===== src/rtl/irqc_pkg.sv =====
package irqc_pkg;
    // Word index (byte address bits [4:2]) of each register.
    typedef enum logic [2:0] {
        W_STATUS = 3'd0,
        W_PEND   = 3'd1,
        W_ENABLE = 3'd2,
        W_ACK    = 3'd3,
        W_RSVD4  = 3'd4,
        W_RSVD5  = 3'd5,
        W_VECTOR = 3'd6,
        W_MASTER = 3'd7
    } reg_word_e;

    // Bit positions in the master control word.
    localparam int unsigned MCTL_OUT_BIT = 0;
    localparam int unsigned MCTL_CAP_BIT = 1;
endpackage


===== src/rtl/irqc_sync.sv =====
module irqc_sync #(
    parameter int unsigned WIDTH = 32
) (
    input  logic             clk,
    input  logic             rst_n,
    input  logic [WIDTH-1:0] async_i,
    output logic [WIDTH-1:0] sync_o
);
    typedef struct packed {
        logic [WIDTH-1:0] meta;
        logic [WIDTH-1:0] stable;
    } sync_st_t;

    sync_st_t st_d, st_q;

    always_comb begin
        st_d        = st_q;
        st_d.meta   = async_i;
        st_d.stable = st_q.meta;
    end

    always_ff @(posedge clk or negedge rst_n) begin
        if (!rst_n) st_q <= '0;
        else        st_q <= st_d;
    end

    assign sync_o = st_q.stable;

    // the stable stage is always the metastable stage one cycle late
    a_r10_two_stage: assert property (@(posedge clk) disable iff (!rst_n)
        sync_o == $past(st_q.meta));
endmodule


===== src/rtl/irqc_latch.sv =====
module irqc_latch #(
    parameter int unsigned       N_SRC = 32,
    parameter logic [N_SRC-1:0]  KIND  = '0
) (
    input  logic             clk,
    input  logic             rst_n,
    input  logic [N_SRC-1:0] line_i,
    input  logic             cap_en_i,
    input  logic [N_SRC-1:0] ack_i,
    output logic [N_SRC-1:0] status_o
);
    localparam logic [N_SRC-1:0] LEVEL_MASK = ~KIND;

    typedef struct packed {
        logic [N_SRC-1:0] line;
        logic [N_SRC-1:0] status;
    } latch_st_t;

    latch_st_t        st_d, st_q;
    logic [N_SRC-1:0] rise;
    logic [N_SRC-1:0] set_now;

    always_comb begin
        st_d      = st_q;
        rise      = line_i & ~st_q.line;
        set_now   = '0;
        if (cap_en_i) begin
            set_now = (rise & KIND) | (line_i & LEVEL_MASK);
        end
        // clear first, then set: a same-cycle event outlives its acknowledge
        st_d.status = (st_q.status & ~ack_i) | set_now;
        st_d.line   = line_i;
    end

    always_ff @(posedge clk or negedge rst_n) begin
        if (!rst_n) st_q <= '0;
        else        st_q <= st_d;
    end

    assign status_o = st_q.status;

    // a high level line with capture on is present one cycle later
    a_r2_level_relatch: assert property (@(posedge clk) disable iff (!rst_n)
        cap_en_i |=> (($past(line_i) & LEVEL_MASK & ~st_q.status) == '0));

    // a newly set edge bit needs a rise in the cycle before
    a_r3_edge_needs_rise: assert property (@(posedge clk) disable iff (!rst_n)
        1'b1 |=> ((st_q.status & ~$past(st_q.status) & KIND &
                   ~($past(line_i) & ~$past(st_q.line))) == '0));

    // nothing new is captured while capture is off
    a_r4_no_capture_off: assert property (@(posedge clk) disable iff (!rst_n)
        !cap_en_i |=> ((st_q.status & ~$past(st_q.status)) == '0));

    // with capture off an acknowledged bit reads clear
    a_r5_ack_clears: assert property (@(posedge clk) disable iff (!rst_n)
        !cap_en_i |=> ((st_q.status & $past(ack_i)) == '0));
endmodule


===== src/rtl/irqc_prio.sv =====
module irqc_prio #(
    parameter int unsigned N_SRC = 32,
    parameter int unsigned IDX_W = (N_SRC > 1) ? $clog2(N_SRC) : 1
) (
    input  logic             clk,
    input  logic             rst_n,
    input  logic [N_SRC-1:0] req_i,
    output logic             hit_o,
    output logic [IDX_W-1:0] idx_o
);
    always_comb begin
        hit_o = 1'b0;
        idx_o = '0;
        for (int i = N_SRC - 1; i >= 0; i--) begin
            if (req_i[i]) begin
                hit_o = 1'b1;
                idx_o = IDX_W'(i);
            end
        end
    end

    // the chosen source is requesting and nothing below it is
    a_r8_idx_requesting: assert property (@(posedge clk) disable iff (!rst_n)
        hit_o |-> req_i[idx_o]);
    a_r8_idx_lowest: assert property (@(posedge clk) disable iff (!rst_n)
        hit_o |-> ((req_i & ((N_SRC'(1) << idx_o) - N_SRC'(1))) == '0));
    a_r8_no_hit_idle: assert property (@(posedge clk) disable iff (!rst_n)
        !hit_o |-> (req_i == '0));
endmodule


===== src/rtl/irqc_ctrl.sv =====
module irqc_ctrl #(
    parameter int unsigned       N_SRC  = 32,
    parameter int unsigned       DATA_W = 32,
    parameter int unsigned       ADDR_W = 5,
    parameter logic [N_SRC-1:0]  KIND   = N_SRC'(32'h0000_00F0)
) (
    input  logic              clk,
    input  logic              rst_n,
    input  logic [N_SRC-1:0]  irq_in,
    input  logic              bus_sel,
    input  logic              bus_we,
    input  logic [ADDR_W-1:0] bus_addr,
    input  logic [DATA_W-1:0] bus_wdata,
    output logic [DATA_W-1:0] bus_rdata,
    output logic              bus_rvalid,
    output logic              irq_o
);
    import irqc_pkg::*;

    localparam int unsigned IDX_W = (N_SRC > 1) ? $clog2(N_SRC) : 1;

    typedef struct packed {
        logic [N_SRC-1:0]  enable;
        logic              out_en;
        logic              cap_en;
        logic [DATA_W-1:0] rdata;
        logic              rvalid;
    } ctrl_st_t;

    ctrl_st_t          st_d, st_q;
    logic [N_SRC-1:0]  line_sync;
    logic [N_SRC-1:0]  status;
    logic [N_SRC-1:0]  pending;
    logic [N_SRC-1:0]  ack_pulse;
    logic              vec_hit;
    logic [IDX_W-1:0]  vec_idx;
    logic              aligned;
    reg_word_e         word;
    logic              wr_en;
    logic              rd_en;
    logic [DATA_W-1:0] status_w;
    logic [DATA_W-1:0] pend_w;
    logic [DATA_W-1:0] enable_w;
    logic [DATA_W-1:0] vector_w;
    logic [DATA_W-1:0] read_mux;

    irqc_sync #(.WIDTH(N_SRC)) u_sync (
        .clk     (clk),
        .rst_n   (rst_n),
        .async_i (irq_in),
        .sync_o  (line_sync)
    );

    irqc_latch #(.N_SRC(N_SRC), .KIND(KIND)) u_latch (
        .clk      (clk),
        .rst_n    (rst_n),
        .line_i   (line_sync),
        .cap_en_i (st_q.cap_en),
        .ack_i    (ack_pulse),
        .status_o (status)
    );

    irqc_prio #(.N_SRC(N_SRC), .IDX_W(IDX_W)) u_prio (
        .clk   (clk),
        .rst_n (rst_n),
        .req_i (pending),
        .hit_o (vec_hit),
        .idx_o (vec_idx)
    );

    assign pending = status & st_q.enable;
    assign aligned = (bus_addr[1:0] == 2'b00);
    assign word    = reg_word_e'(bus_addr[4:2]);
    assign wr_en   = bus_sel & bus_we & aligned;
    assign rd_en   = bus_sel & ~bus_we;

    always_comb begin
        ack_pulse = '0;
        if (wr_en && word == W_ACK) begin
            ack_pulse = bus_wdata[N_SRC-1:0];
        end
    end

    always_comb begin
        status_w               = '0;
        status_w[N_SRC-1:0]    = status;
        pend_w                 = '0;
        pend_w[N_SRC-1:0]      = pending;
        enable_w               = '0;
        enable_w[N_SRC-1:0]    = st_q.enable;
        vector_w               = '1;
        if (vec_hit) begin
            vector_w             = '0;
            vector_w[IDX_W-1:0]  = vec_idx;
        end
        read_mux = '0;
        if (aligned) begin
            case (word)
                W_STATUS: read_mux = status_w;
                W_PEND:   read_mux = pend_w;
                W_ENABLE: read_mux = enable_w;
                W_VECTOR: read_mux = vector_w;
                W_MASTER: begin
                    read_mux[MCTL_OUT_BIT] = st_q.out_en;
                    read_mux[MCTL_CAP_BIT] = st_q.cap_en;
                end
                default:  read_mux = '0;
            endcase
        end
    end

    always_comb begin
        st_d        = st_q;
        st_d.rvalid = rd_en;
        if (rd_en) begin
            st_d.rdata = read_mux;
        end
        if (wr_en) begin
            case (word)
                W_ENABLE: st_d.enable = bus_wdata[N_SRC-1:0];
                W_MASTER: begin
                    st_d.out_en = bus_wdata[MCTL_OUT_BIT];
                    st_d.cap_en = bus_wdata[MCTL_CAP_BIT];
                end
                default: ;
            endcase
        end
    end

    always_ff @(posedge clk or negedge rst_n) begin
        if (!rst_n) begin
            st_q       <= '0;
            st_q.rdata <= '0;
        end else begin
            st_q <= st_d;
        end
    end

    assign bus_rdata  = st_q.rdata;
    assign bus_rvalid = st_q.rvalid;
    assign irq_o      = st_q.out_en & (|pending);

    // a pending bit never lies outside the enable mask
    a_r6_pending_in_mask: assert property (@(posedge clk) disable iff (!rst_n)
        (pending & ~st_q.enable) == '0);

    // the output is quiet whenever the vector finds nothing
    a_r7_irq_needs_source: assert property (@(posedge clk) disable iff (!rst_n)
        irq_o |-> vec_hit);

    // a read of the acknowledge word returns zero next cycle
    a_r9_ack_reads_zero: assert property (@(posedge clk) disable iff (!rst_n)
        (rd_en && aligned && word == W_ACK) |=> (bus_rvalid && bus_rdata == '0));

    // read data is valid exactly one cycle after a request
    a_r10_rvalid_follows: assert property (@(posedge clk) disable iff (!rst_n)
        rd_en |=> bus_rvalid);
endmodule


===== config.mk =====
export PLATFORM = sky130hd
export DESIGN_NAME = irqc_ctrl
export DESIGN_NICKNAME = d
export VERILOG_FILES = /design/src/rtl/irqc_pkg.sv /design/src/rtl/irqc_sync.sv /design/src/rtl/irqc_latch.sv /design/src/rtl/irqc_prio.sv /design/src/rtl/irqc_ctrl.sv
export SDC_FILE = /design/constraint.sdc
export NUM_CORES = 1
export LEC_CHECK = 0
export BUFFER_PORTS_ARGS = -buffer_cell sky130_fd_sc_hd__buf_2
export CAP_MARGIN = 20
export CORE_MARGIN = 2
export CORE_UTILIZATION = 57
export DETAILED_ROUTE_END_ITERATION = 6
export PLACE_DENSITY = 0.87
export RECOVER_POWER = 25
export SLEW_MARGIN = 10
export SYNTH_ARGS = -nofsm -noshare
export SYNTH_HDL_FRONTEND = slang
export SYNTH_SLANG_ARGS = --single-unit

===== constraint.sdc =====
create_clock -name clk -period 2.33 [get_ports clk]
set_clock_uncertainty 0.1 [all_clocks]
set_input_delay 0.1165 -clock clk [delete_from_list [all_inputs] [get_ports clk]]
set_output_delay 0.1165 -clock clk [all_outputs]
set_load 0.03 [all_outputs]

==> results of run 1 <==
## metal layers
metal,up-vias,global-route usage
met5,-,0
met4,0,0.1454
met3,64,0.07169
met2,347,0.4843
met1,2772,0.3657
li1,2486,-
## registers in the layout (all words and copies together), names as in the netlist
signal / count
bus_rdata: 32
enable_w: 32
u_latch.status_o: 32
u_sync.st_d: 32
u_sync.sync_o: 32
u_latch.st_q: 4
st_q: 2
bus_rvalid: 1
## critical path, stage by stage, from the launching register on
cell and delay (ns):
dfrtp_1 0.43, a22o_1 0.24, a221o_1 0.32, nor4_4 0.29
a31oi_2 0.18, buf_6 0.17
## cell type report
cell class / instances / area, µm² / share of cell area
multi-input cells: 387 / 2467 / 0.2786
inverters: 8 / 30.03 / 0.003391
repair buffers: 189 / 1348 / 0.1522
well taps: 147 / 183.9 / 0.02077
clock buffers: 20 / 446.7 / 0.05045
flip-flops and latches: 167 / 4179 / 0.4720
clock inverters: 9 / 200.2 / 0.02261
## cell usage after synthesis, drive strengths merged
master   number  area share
o22ai         2      0.0018
nor2b         2      0.0018
a21boi        1      0.0011
o32a          1      0.0014
nand3        13      0.0093
nor4          1      0.0030
a22oi         8      0.0086
a32oi        35       0.044
a22o         33       0.041
a32o          7       0.010
o21ai        36       0.026
nor3          4      0.0029
clkbuf       28       0.015
nand2        87       0.047
a221oi        2      0.0025
mux2         33       0.053
buf          39       0.041
o211ai        2      0.0021
or2           1     0.00089
a211oi        1      0.0011
o21a          2      0.0021
or4           1      0.0011
dfrtp       167        0.60
a221o         1      0.0014
a21o          1      0.0011
nor2         59       0.032
a31oi         2      0.0018
a222oi        2      0.0029
and4          1      0.0012
inv           8      0.0043
a21oi         6      0.0043
nand4         3      0.0027
and2          3      0.0027
a21bo         1      0.0014
nand2b       33       0.029
and3          1     0.00089
a2111oi       2      0.0034
## power groups by stage
stage	Sequential (W)	Clock [W]	Combinational [W]
final	0.00358	0.00311	0.00132
after global routing	0.00360	0.00327	0.00144
after CTS	0.00355	0.00313	0.00124
after detailed placement	0.00359	0	0.00113
after global placement	0.00356	0	0.00108
after floorplan	0.00348	0	0.000806
## final timing paths
| kind | startpoint | to | slack, ns | depth (start not counted) |
|---|---|---|---|---|
| max | u_latch.status_o[16] | irq_o | 0.06 | 5 |
| min | bus_addr[0] | bus_rdata[0] | 0.07 | 5 |
| max reg2reg | u_latch.status_o[16] | bus_rdata[5] | 0.12 | 7 |
| min reg2reg | u_sync.st_d[1] | u_sync.sync_o[1] | 0.24 | 0 |
| max in group asynchronous | rst_n | u_latch.status_o[18] | 0.75 | 3 |
| min in group asynchronous | rst_n | u_sync.st_d[31] | 0.44 | 2 |
## metrics by stage
step                      instance area (µm²)  worst slack, ns
after floorplan                          7015           0.3088
after global placement                   7498           0.2435
after detailed placement                 7498           0.1039
after CTS                                8810         0.002871
after global routing                     8855         -0.01412
final                                    8855          0.05762
## timing repair
item / 4_1_cts / 5_1_grt
setup endpoints to repair: 1 / 19
hold buffers: 65 / 0
pin swaps: 1 / 3
resized for setup: 3 / 9
hold endpoints to repair: 166 / 0
setup buffers: 0 / 2
## logic make-up (layout without fill, tap and decap cells)
group                  count (synthesis)  after routing  synth area share
flip-flops                           167            167            0.5957
buffers and inverters                 75            226           0.05992
multiplexers                          33             33           0.05297
AO/OA/AOI/OAI                        145            145            0.1575
AND/OR/NAND/NOR                      209            209            0.1339
==> metrics.log, run 1 <==
INFO  metric outcome = finished with violations
INFO  metric failed_checks = capacitance limit, slew limit
INFO  metric synth.avg_cell_area = 11.15 µm²
INFO  metric postRouteAntennaNets = 0
INFO  metric hold_class = input port to register
INFO  metric cts.sink_count = about 170
INFO  metric sw_pwr = roughly 0.0021 W
INFO  metric ioPinCount = roughly 110
INFO  metric timing.critical_path.from_type = register
INFO  metric static_power_due_to_leakage = 4.105 nW
INFO  metric critical_path_peak_fanout = 5
INFO  metric yosysUniqueCellTypes = 43
INFO  metric critPathArrivalTime = ~2.1 ns
INFO  metric ir_worst_vdd = 0.0006304 V
INFO  metric layout.cells.most_common = dfrtp_1
INFO  metric timing_max_transition_violations_final = 34
INFO  metric core_occupancy_in_the_finished_layout = 0.7372
INFO  metric wl_met2 = 9.222 mm
INFO  metric drt_wl_total = 18.14 mm
INFO  metric num_rows = 40
INFO  metric setup-violations-final = 0
INFO  metric clock_path_buffers = 2
INFO  metric end_kind = output port
INFO  metric numPortBuffers = about 110
INFO  metric internal-power = ~0.0059 W
INFO  metric yosysWarningCount = 0
INFO  metric clock_latency = around 0.43 ns
INFO  metric grt_first_pass_wirelength = 29.50 mm
INFO  metric clock_share_of_power = 0.388
INFO  metric sequential_area_share_after_synthesis = 0.5957
INFO  metric worstSetupPathType = register to output port
INFO  metric clockRootBuffer = clkbuf_16
INFO  metric drive_above_1_share = 0.2538
INFO  metric power.share.switching = 0.2680
INFO  metric detailed_place_hpwl = 11.07 mm
INFO  metric floorplan.initialDensity = 0.5841
INFO  metric grt_setup_unrepaired = yes
INFO  metric detailedRoute.firstIterationViolations = approximately 530
INFO  metric max_slew.worst_pin.slew = between 1.5 and 2 ns
INFO  metric route.detailed.wl_per_inst = 19.57 µm
INFO  metric fill_cells = 746
INFO  metric wirelength_met1 = 6.681 mm
INFO  metric total_cts_buffers = 17
INFO  metric final_net_count = 843
INFO  metric seqPwrFrac = 0.447
INFO  metric area_inside_the_core_boundary = 12,010 µm²
INFO  metric grt_overflow = 0
INFO  metric initial_antenna_violation_count = 0
INFO  metric final.hold.worst_slack = 0.07218 ns
INFO  metric route.detailed.drc = 0
INFO  metric layout_worst_path_cycle_share = 0.9753
INFO  metric grt_max_degree = 62
INFO  metric total_power = 0.008007 W
INFO  metric dr.max_layer_used = met4
INFO  metric slew_headroom = -0.05156
INFO  metric finalNonFillerCells = around 930
INFO  metric maxClockFrequency = roughly 0.44 GHz
INFO  metric synth_nets = about 700
INFO  metric tritoncts = yes
INFO  metric firstDrtPassIters = 6
INFO  metric fp.dieArea = 13,210 µm²
INFO  metric number_of_endpoints_with_negative_hold_slack_in_the_final_report = 0
INFO  metric most-common-layout-cells = dfrtp_1, buf_2, nand2_1
INFO  metric route.met3.wl = roughly 1.6 mm
INFO  metric power.combinational.fraction = 0.165
INFO  metric synth_area = 7015 µm²
INFO  metric required = about 2.1 ns
INFO  metric timing.max_cap.violations = 1
INFO  metric globalRouteTotalUtil = 0.2937
INFO  metric finalWorstPathRequiredPeriod = about 2.3 ns
INFO  metric first_global_vias = 5,892
INFO  metric cts.htree.levels = 4
INFO  metric clk_pin_slew_worst_paths = approximately 0.060 ns
INFO  metric route.detailed.vias_per_inst = 6.115
INFO  metric place_inst = 831
INFO  metric die_width = 114.9 µm
INFO  metric power.density_cell_area = 904.3 nW/µm²
INFO  metric vias = between 5,000 and 6,000
INFO  metric area.growth.synth_to_final = 26.22%
INFO  metric synthesis.instances = ~630
INFO  metric die_h = 114.9 µm
INFO  metric place_congestion = 0.9009
INFO  metric setup-tns-final = 0 ns
INFO  metric ys_ff_latch = 167
INFO  metric diodes = 0
Note: power is estimated with default switching activity, not from simulation.
==> run 2: changes to the inputs <==
- ABC_AREA: unset -> 1
- CORE_UTILIZATION: 57 -> 56
- PLACE_DENSITY: 0.87 -> 0.86
==> metrics.log, run 2 <==
INFO  metric power.density_cell_area = 818.5 nW/µm²
INFO  metric ioPinCount = 107
INFO  metric cpMaxStageDelayCell = dfrtp_1
INFO  metric timing.max_cap.violations = 0
INFO  metric total_cts_buffers = 17
INFO  metric synth.area.mux_share = 0
INFO  metric place_congestion = 0.8546
INFO  metric final_net_count = 948
INFO  metric static_power_due_to_leakage = 4.228 nW
INFO  metric detailedRoute.firstIterationViolations = 582
INFO  metric synth-edff-count = 0
INFO  metric worst_r2r_endpoint = bus_rdata[0]
INFO  metric route.detailed.drc = 0
INFO  metric asyncSetResetFlopFracSynth = 1.000
INFO  metric clk_pin_slew_worst_paths = 0.07 ns
INFO  metric ir_worst_vdd = 0.0005367 V
INFO  metric die_h = 114.9 µm
INFO  metric clock_latency = 0.43 ns
INFO  metric synth_area = between 6000 and 7000 µm²
INFO  metric die_width = 114.9 µm
INFO  metric arithmetic_cell_share_of_the_synthesized_area_counting_full_adders_half_adders_and_majority_gates = 0
INFO  metric synth_compound_gate_area_share = 0.1365
INFO  metric hold_class = input port to register
INFO  metric layout_worst_path_cycle_share = 1.050
INFO  metric timing.critical_path.from_type = register
INFO  metric failed_checks = setup timing
INFO  metric floorplan.initialDensity = 0.5732
INFO  metric min_delay_path_depth = 5
INFO  metric rr_startpoint = u_latch.status_o[31]
INFO  metric cts.htree.levels = 4
INFO  metric critical-path-max-stage-delay = 0.41 ns
INFO  metric yosysUniqueCellTypes = 26
INFO  metric slew_headroom = 0.09511
INFO  metric area_inside_the_core_boundary = 12,010 µm²
INFO  metric tritoncts = yes
INFO  metric crit_top_cell = nand2_1
INFO  metric timing_max_transition_violations_final = 0
INFO  metric critical_path_peak_fanout = 3
INFO  metric finalNonFillerCells = 1,035
INFO  metric grt_overflow = 0
INFO  metric synthesis.instances = 726
INFO  metric setup_slack_of_the_worst_register_to_register_path = -0.12 ns
INFO  metric finalWorstPathRequiredPeriod = 2.446 ns
INFO  metric synth-simple-area-share = 0.1768
INFO  metric synth.largest_area_cell = dfrtp_1
INFO  metric globalRouteTotalUtil = 0.2619
INFO  metric sequential_area_share_after_synthesis = 0.6069
INFO  metric numPortBuffers = about 110
INFO  metric startpoint = u_latch.status_o[31]
INFO  metric synth_xor_xnor_area_share = 0
INFO  metric rr_worst_depth = 36
INFO  metric layout.cells.most_common = nand2_1
INFO  metric critPathCapture = bus_rdata[0]
INFO  metric area.growth.synth_to_final = 26.13%
INFO  metric diodes = 0
INFO  metric grt_first_pass_wirelength = between 20 and 30 mm
INFO  metric max_slew.worst_pin.slew = 1.357 ns
INFO  metric critPathArrivalTime = approximately 2.7 ns
INFO  metric vias = 5,634
INFO  metric top_area_cell_type_share_of_the_netlist_area = 0.6069
INFO  metric layout_setup_ws = -0.1160 ns
INFO  metric end_kind = register
INFO  metric cts.sink_count = 167
INFO  metric grt_max_degree = 59
INFO  metric clock_path_buffers = 2
INFO  metric first_global_vias = 5,419
INFO  metric route.detailed.wl_per_inst = 16.07 µm
INFO  metric ys_ff_latch = 167
INFO  metric number_of_endpoints_with_negative_hold_slack_in_the_final_report = 0
INFO  metric maxClockFrequency = 0.4088 GHz
INFO  metric final.hold.worst_slack = 0.07667 ns
INFO  metric drive_above_1_share = 0.2185
INFO  metric setup-violations-final = 1
INFO  metric synth.avg_cell_area = 9.484 µm²
INFO  metric route.detailed.vias_per_inst = 5.443
INFO  metric firstDrtPassIters = 5
INFO  metric most-common-layout-cells = nand2_1, dfrtp_1, buf_2
INFO  metric grt_setup_unrepaired = yes
INFO  metric postRouteAntennaNets = 0
INFO  metric required = about 2.6 ns
INFO  metric initial_antenna_violation_count = 0
INFO  metric worstSetupPathType = register to register
INFO  metric clockRootBuffer = clkbuf_16
INFO  metric place_inst = 931
INFO  metric synth_top_flop_cell = dfrtp_1
INFO  metric fp.dieArea = 13,200 µm²
INFO  metric yosysWarningCount = 0
INFO  metric synth_top_family_by_area = simple AND/OR/NAND/NOR gates
INFO  metric ys_top_cells_by_area = dfrtp_1, nand2_1, o21ai_0
INFO  metric drt_wl_total = 16.63 mm
INFO  metric synth.cells.most_frequent = nand2_1, dfrtp_1, o21ai_0, inv_1, nor2_1
INFO  metric synth.most_common_cell = nand2_1
INFO  metric synth_nets = around 800
INFO  metric num_rows = 40
INFO  metric detailed_place_hpwl = 10.18 mm
INFO  metric outcome = finished with violations
-- run 2: cell count changes after synthesis, moves of 8 or more --
cell,previous run,this run
a22oi_1,8,0
inv_1,7,48
nand3_1,13,0
nand2b_1,33,0
nand2_2,0,22
mux2_2,32,0
nand2_1,87,226
nor2_1,59,38
a211oi_1,1,9
o2111ai_1,0,17
o21ai_0,26,78
a32oi_1,35,0
a22o_1,33,19
-- run 2: cell type report --
type	instances	area [µm²]
timing repair buffer	191	1349
inverter	53	198.9
sequential	167	4179
clock inverter	14	162.7
tap	147	183.9
clock buffer	18	439.2
multi-input combinational	445	2172
fill	800	3327
-- run 2: cells by family after synthesis --
logic type | count (synthesis)
and+or+nand+nor | 296
DFF | 167
AOI/OAI and AO/OA | 149
buffers and inverters | 114
-- run 2: worst min-delay path by stage --
stage	slack, ns	start	endpoint
6_report	0.08	bus_addr[4]	bus_rdata[0]
5_1_grt	0.13	bus_addr[4]	bus_rdata[1]
4_1_cts	0.07	bus_addr[4]	bus_rdata[0]
3_5_place_dp	0.004	rst_n	u_sync.sync_o[7]
3_3_place_gp	-0.00006	rst_n	u_sync.st_d[6]
2_1_floorplan	-0.28	rst_n	bus_rdata[0]
-- run 2: report_power, final --
part | switching (W) | internal (W)
sequential | 0.000177 | 0.00311
combinational | 0.000610 | 0.000403
clock | 0.00126 | 0.00156
-- run 2: what timing repair did --
| item | in CTS | in global routing |
|---|---|---|
| endpoints found under the hold margin | 167 | 0 |
| hold buffers | 67 | 0 |
| endpoints found under the setup margin | 1 | 2 |
| gates resized for setup | 1 | 4 |
| setup buffers | 1 | 4 |
| pin swaps | 1 | 1 |
-- run 2: metrics by stage --
| stage | worst slack, ns | utilization | total power, W | TNS (ns) | area (µm²) |
|---|---|---|---|---|---|
| 6_report | -0.1160 | 0.7230 | 0.007108 | -0.1160 | 8685 |
| 3_5_place_dp | 0.01271 | 0.6132 | 0.004186 | 0 | 7366 |
| 4_1_cts | -0.06017 | 0.7200 | 0.007061 | -0.06017 | 8648 |
| 5_1_grt | -0.3492 | 0.7230 | 0.007404 | -0.5333 | 8685 |
| 2_1_floorplan | 0.2043 | - | 0.003888 | 0 | 6885 |
| 3_3_place_gp | 0.04110 | 0.6132 | 0.004161 | 0 | 7366 |
-- run 2: routing by layer --
| layer | vias to the layer above | track usage | wire [µm] |
|---|---|---|---|
| met2 | 345 | 0.3984 | 7713 |
| met4 | 0 | 0.1076 | 459 |
| li1 | 2630 | - | - |
| met1 | 2599 | 0.3701 | 6852 |
| met5 | - | 0 | 0 |
| met3 | 60 | 0.05851 | 1607 |
-- run 2: worst max-delay path, delay by kind of cell (launching register included) --
family	cells	cell delay, ns
simple gates	35	1.77
flops	1	0.41
buf+inv	1	0.04
